File: src/rtl/rc_pkg.sv
package rc_pkg;
  localparam int PORT_W = 3;

  typedef enum logic [1:0] {
    FT_BODY = 2'b00,
    FT_HEAD = 2'b01,
    FT_TAIL = 2'b10,
    FT_ONE  = 2'b11
  } flit_t;

  typedef enum logic [PORT_W-1:0] {
    P_LOCAL = 3'd0,
    P_EAST  = 3'd1,
    P_WEST  = 3'd2,
    P_NORTH = 3'd3,
    P_SOUTH = 3'd4
  } port_t;

  function automatic logic starts_pkt(input logic [1:0] t);
    return t[0];
  endfunction

  function automatic logic ends_pkt(input logic [1:0] t);
    return t[1];
  endfunction
endpackage

File: src/rtl/rc_xy_unit.sv
module rc_xy_unit
  import rc_pkg::*;
#(
  parameter int CW   = 3,
  parameter int MY_X = 3,
  parameter int MY_Y = 4
) (
  input  logic [CW-1:0]     dst_x,
  input  logic [CW-1:0]     dst_y,
  output logic [PORT_W-1:0] port
);
  localparam logic [CW-1:0] HX = CW'(MY_X);
  localparam logic [CW-1:0] HY = CW'(MY_Y);

  always_comb begin
    if (dst_x > HX)      port = P_EAST;
    else if (dst_x < HX) port = P_WEST;
    else if (dst_y > HY) port = P_NORTH;
    else if (dst_y < HY) port = P_SOUTH;
    else                 port = P_LOCAL;
  end
endmodule

File: src/rtl/rc_prio_arb.sv
module rc_prio_arb #(
  parameter int N = 4
) (
  input  logic         clk,
  input  logic         rst,
  input  logic [N-1:0] req,
  output logic [N-1:0] gnt
);
  always_comb begin
    gnt = '0;
    for (int i = 0; i < N; i++) begin
      if (req[i] && (gnt == '0)) gnt[i] = 1'b1;
    end
  end

  AST_ONE_GRANT: assert property (@(posedge clk) disable iff (rst)
    $onehot0(gnt));
  AST_LOW_WINS: assert property (@(posedge clk) disable iff (rst)
    (gnt != '0) |-> ((req & (gnt - 1'b1)) == '0));
  AST_GRANT_IF_REQ: assert property (@(posedge clk) disable iff (rst)
    (req != '0) |-> (gnt != '0));
endmodule

File: src/rtl/rc_vc_state.sv
module rc_vc_state
  import rc_pkg::*;
(
  input  logic              clk,
  input  logic              rst,
  input  logic              set_en,
  input  logic [PORT_W-1:0] set_port,
  input  logic              clr_en,
  output logic [PORT_W-1:0] port_q,
  output logic              vld_q
);
  always_ff @(posedge clk) begin
    if (rst) begin
      port_q <= '0;
      vld_q  <= 1'b0;
    end else if (clr_en) begin
      port_q <= '0;
      vld_q  <= 1'b0;
    end else if (set_en && !vld_q) begin
      port_q <= set_port;
      vld_q  <= 1'b1;
    end
  end

  AST_CLEAR_ZERO: assert property (@(posedge clk) disable iff (rst)
    clr_en |=> (!vld_q && port_q == '0));
  AST_ROUTE_HELD: assert property (@(posedge clk) disable iff (rst)
    (vld_q && !clr_en) |=> (vld_q && $stable(port_q)));
  AST_IDLE_ZERO: assert property (@(posedge clk) disable iff (rst)
    !vld_q |-> (port_q == '0));
endmodule

File: src/rtl/rc_stage.sv
module rc_stage
  import rc_pkg::*;
#(
  parameter int NUM_VC = 4,
  parameter int CW     = 3,
  parameter int MY_X   = 3,
  parameter int MY_Y   = 4,
  parameter bit SHARED = 1'b0
) (
  input  logic                     clk,
  input  logic                     rst,
  input  logic [NUM_VC-1:0]        front_vld,
  input  logic [2*NUM_VC-1:0]      front_type,
  input  logic [CW*NUM_VC-1:0]     front_dst_x,
  input  logic [CW*NUM_VC-1:0]     front_dst_y,
  input  logic [NUM_VC-1:0]        leave_grant,
  output logic [PORT_W*NUM_VC-1:0] route_port,
  output logic [NUM_VC-1:0]        route_vld
);
  logic [1:0]        ftype  [NUM_VC];
  logic [CW-1:0]     dx     [NUM_VC];
  logic [CW-1:0]     dy     [NUM_VC];
  logic [PORT_W-1:0] calc   [NUM_VC];
  logic [NUM_VC-1:0] req, clr, set_en;

  genvar v;
  generate
    for (v = 0; v < NUM_VC; v++) begin : g_vc
      assign ftype[v] = front_type[2*v +: 2];
      assign dx[v]    = front_dst_x[CW*v +: CW];
      assign dy[v]    = front_dst_y[CW*v +: CW];
      assign clr[v]   = front_vld[v] && leave_grant[v] && ends_pkt(ftype[v]);
      assign req[v]   = front_vld[v] && starts_pkt(ftype[v]) && !route_vld[v] && !clr[v];

      rc_vc_state u_state (
        .clk      (clk),
        .rst      (rst),
        .set_en   (set_en[v]),
        .set_port (calc[v]),
        .clr_en   (clr[v]),
        .port_q   (route_port[PORT_W*v +: PORT_W]),
        .vld_q    (route_vld[v])
      );

      AST_SET_NEEDS_HEAD: assert property (@(posedge clk) disable iff (rst)
        $rose(route_vld[v]) |-> $past(front_vld[v] && front_type[2*v]));
    end

    if (SHARED) begin : g_shared
      logic [NUM_VC-1:0] gnt;
      logic [CW-1:0]     sel_x, sel_y;
      logic [PORT_W-1:0] shared_port;

      rc_prio_arb #(.N(NUM_VC)) u_arb (
        .clk (clk),
        .rst (rst),
        .req (req),
        .gnt (gnt)
      );

      always_comb begin
        sel_x = '0;
        sel_y = '0;
        for (int i = 0; i < NUM_VC; i++) begin
          if (gnt[i]) begin
            sel_x = sel_x | dx[i];
            sel_y = sel_y | dy[i];
          end
        end
      end

      rc_xy_unit #(.CW(CW), .MY_X(MY_X), .MY_Y(MY_Y)) u_xy (
        .dst_x (sel_x),
        .dst_y (sel_y),
        .port  (shared_port)
      );

      assign set_en = gnt;
      for (v = 0; v < NUM_VC; v++) begin : g_fan
        assign calc[v] = shared_port;
      end

      AST_ONE_NEW_ROUTE: assert property (@(posedge clk) disable iff (rst)
        $countones(route_vld & ~$past(route_vld)) <= 1);
    end else begin : g_private
      for (v = 0; v < NUM_VC; v++) begin : g_unit
        rc_xy_unit #(.CW(CW), .MY_X(MY_X), .MY_Y(MY_Y)) u_xy (
          .dst_x (dx[v]),
          .dst_y (dy[v]),
          .port  (calc[v])
        );
        AST_ALL_SERVED: assert property (@(posedge clk) disable iff (rst)
          req[v] |=> route_vld[v]);
      end
      assign set_en = req;
    end
  endgenerate
endmodule

File: config.mk
export PLATFORM = sky130hd
export DESIGN_NAME = rc_stage
export DESIGN_NICKNAME = d
export VERILOG_FILES = /design/src/rtl/rc_pkg.sv /design/src/rtl/rc_xy_unit.sv /design/src/rtl/rc_prio_arb.sv /design/src/rtl/rc_vc_state.sv /design/src/rtl/rc_stage.sv
export SDC_FILE = /design/constraint.sdc
export NUM_CORES = 1
export LEC_CHECK = 0
export BUFFER_PORTS_ARGS = -buffer_cell sky130_fd_sc_hd__clkbuf_2
export CAP_MARGIN = 20
export CORE_MARGIN = 2
export CORE_UTILIZATION = 42
export DETAILED_ROUTE_END_ITERATION = 8
export PLACE_DENSITY = 0.92
export SYNTH_ARGS = -nofsm -noshare
export SYNTH_HDL_FRONTEND = slang
export SYNTH_HIERARCHICAL = 1
export SYNTH_SLANG_ARGS = --single-unit
File: constraint.sdc
create_clock -name clk -period 3.68 [get_ports clk]
set_clock_uncertainty 0.2 [all_clocks]
set_input_delay 0 -clock clk [delete_from_list [all_inputs] [get_ports clk]]
set_output_delay 0 -clock clk [all_outputs]
set_load 0.005 [all_outputs]
==> key figures <==
Finish
  – N_diodes: 0
  – Fin cells: 216
  – Multi-input logic area: 457 um2
  – Area delta synth->final: 105%
  – Fillers: 67
  – Layout cell share with drive strength beyond 1: between 30% and 40%
  – Seq. cell area: 320 um2
  – Post-layout nets: 234
  – Design Area, Final: 0.00159 mm2
  – End-of-flow core utilization: 92.1%

Route
  – Routed WL: 4320 um
  – Drt pass-1 iters: 4
  – Via count: 1262
  – Detail Route Antenna Nets: 0
  – Vias per inst: 5.84
  – Initial DRC Count: slightly below 80
  – # DRC: 0
  – WL per Instance: between 20 and 25 um

CTS
  – CTS tree: built
  – Clock-pin slew on the worst setup and hold paths: 0.11 ns
  – Clock Sinks: 16
  – Skew-Pair Late Insertion Delay: 0.29 ns
  – Post-CTS Setup Bufs: 0
  – Clock root cell: clkbuf_4
  – # H-tree levels: 1
  – Clock Path Buffers: 2
  – Number of CTS-inserted buffers: 3

Synth
  – Ys Warns: 6
  – Synth top area share: 41.2%
  – Count leader, synth: nor3_1
  – Post-synthesis net count: 126
  – Top cells by instance count after synthesis: nor3_1, dfxtp_1, mux2i_1, nand2_1
  – Flops & latches, synth: 16
  – Syn Inst Count: 84
  – Post-synth cell types: 13
  – Post-synthesis cell area: 777 um2
  – Synth Area per Inst: 9.25 um2
  – Synth area leader: dfxtp_1
  – Synth Flop Type: dfxtp_1
  – Post-synthesis sequential area ratio: 41.2%
  – Main area contributors after synthesis: dfxtp_1, mux2i_1, nor3_1
  – Async SR Flop Fraction: 0%
  – Post-synth EDFFs: 0

Placement
  – Port buffer count: 57
  – Gpl congestion: 0.783
  – Detailed Place HPWL: approximately 1800 um
  – Dpl cell area: between 0.001 and 0.0015 mm2
  – Placed instance count: 166

Flow run
  – Maxcap violations: 0

Worst setup path
  – CP Data Arrival Time: 2.72 ns
  – Crit-path cells: a211oi_1 > dlygate4sd3_1 > nor2_1 > nor3_1 > dlygate4sd3_1
  – Slowest cell delay on critical path: 0.67 ns
  – Startpoint types: flop
  – Data required, critical path: 3.72 ns
  – Worst path most repeated cell: dlygate4sd3_1
  – CP top delay family: buffers and inverters
  – Endpoint class of the critical path: flop
  – Critical path fanouts, max: 4
  – CP Buf/Inv Count: 2
  – Critical path type: flop to flop
  – Crit-path slowest cell: dlygate4sd3_1

Worst hold path
  – Class of the worst hold path: primary input to flop

Power and ir drop
  – Leak: 0.000789 uW
  – Worst vdd ir: 0.223 mV
  – Power Dens Cells: 270 mW/mm2

STA
  – Worst Hold Slack: 0.0982 ns
  – Fin. max-slew vios: 0
  – Final hold vios: 0
  – Fin crit period: 2.68 ns
  – RSZ-0062 raised after global routing: false
  – Max Fclk: 374 MHz
  – Least-Margin Pin Slew: 0.555 ns
  – Worst relative slew slack: between 60% and 70%
  – Period utilization: 72.7%
  – Setup TNS: 0 ns
  – Final setup fails: 0

Floorplanning
  – Overall die area: 0.00221 mm2
  – Die X: 47.0 um
  – Starting density of the core: roughly 45%
  – Core Region: 0.00173 mm2
  – # rows: 15
  – Chip Height: ~47 um
  – Num ports: 58

Global routing
  – First-pass GRT wire length: 6130 um
  – Remaining Overflow, GRT: 0
  – Vias in the first global route: 1231
  – Initial antenna violation count: 0
  – Total track usage: 42.1%
  – Largest net degree at the start of global routing: 17

Run status
  – Outcome: complete, no violations
## placed cells by master, fill, tap and decap left out, drive strengths merged
cell | netlist | routed
a211oi | 4 | 4
a31oi | 4 | 4
and3 | 4 | 4
clkbuf | 0 | 61
dfxtp | 16 | 16
dlygate4sd3 | 0 | 46
mux2i | 12 | 12
nand2 | 8 | 8
nor2 | 4 | 4
nor2b | 4 | 4
nor3 | 20 | 20
o21ai | 4 | 4
o21bai | 4 | 4
## registers in the layout, summed over array words and instances, names as in the netlist
signal / count
g_vc.u_state/vld_q: 4
g_vc.u_state/port_q: 12
## worst min-delay path: cells and delay by family
family	cells	cell delay, ns
simple gates	2	0.21
mux	1	0.17
buf+inv	1	0.10
compound gates	1	0.06
## per-stage QoR
step | setup WS, ns | power, uW
floorplan | 2.30 | 221
global placement | 2.20 | 256
detailed placement | 2.10 | 260
CTS | 1.39 | 407
global route | 1.11 | 442
finish | 1.00 | 430
## final cells by class
type                       instances  area share, %
sequential                        16           20.1
tap                               25           1.97
timing repair buffer             103           46.9
clock buffer                       4           2.28
multi-input combinational         68           28.7
## worst paths after layout
check                                                             from                                endpoint  slack, ns  cells after the start
worst max-delay path                g_vc[2].u_state/vld_q$_SDFFE_PP0P_      g_vc[2].u_state/vld_q$_SDFFE_PP0P_       1.00                      5
worst min register to register  g_vc[1].u_state/port_q[2]$_SDFFE_PP0P_  g_vc[1].u_state/port_q[2]$_SDFFE_PP0P_       0.42                      2
worst max register to register      g_vc[2].u_state/vld_q$_SDFFE_PP0P_      g_vc[2].u_state/vld_q$_SDFFE_PP0P_       1.00                      5
worst min-delay path                                    leave_grant[1]  g_vc[1].u_state/port_q[2]$_SDFFE_PP0P_        0.1                      5
## repair_timing
item,CTS,global route
hold buffers,46,0
gates resized for setup,0,0
hold endpoints to repair,16,0
## cell families (layout without fill, tap and decap cells)
group | count (synthesis) | count (layout) | share of synthesized area (%)
DFF | 16 | 16 | 41.2
buffers and inverters | 0 | 107 | 0
AOI/OAI and AO/OA | 16 | 16 | 14.2
muxes | 12 | 12 | 15.5
and+or+nand+nor | 40 | 40 | 29.1
## power breakdown
group	switching, uW	total [uW]	leakage (uW)	internal, uW
sequential	8.42	188	0.000130	180
combinational	50.4	116	0.000638	66.1
clock	65.1	125	0.0000210	60.3
## routing by layer
| metal | vias up | routed length, um | GRT usage [%] |
|---|---|---|---|
| li1 | 532 | - | - |
| met1 | 581 | 1570 | 46.4 |
| met2 | 115 | 2030 | 72.3 |
| met3 | 34 | 472 | 10.4 |
| met4 | 0 | 249 | 26.1 |
| met5 | - | 0 | 0 |
Power figures use the tool's default switching activity.
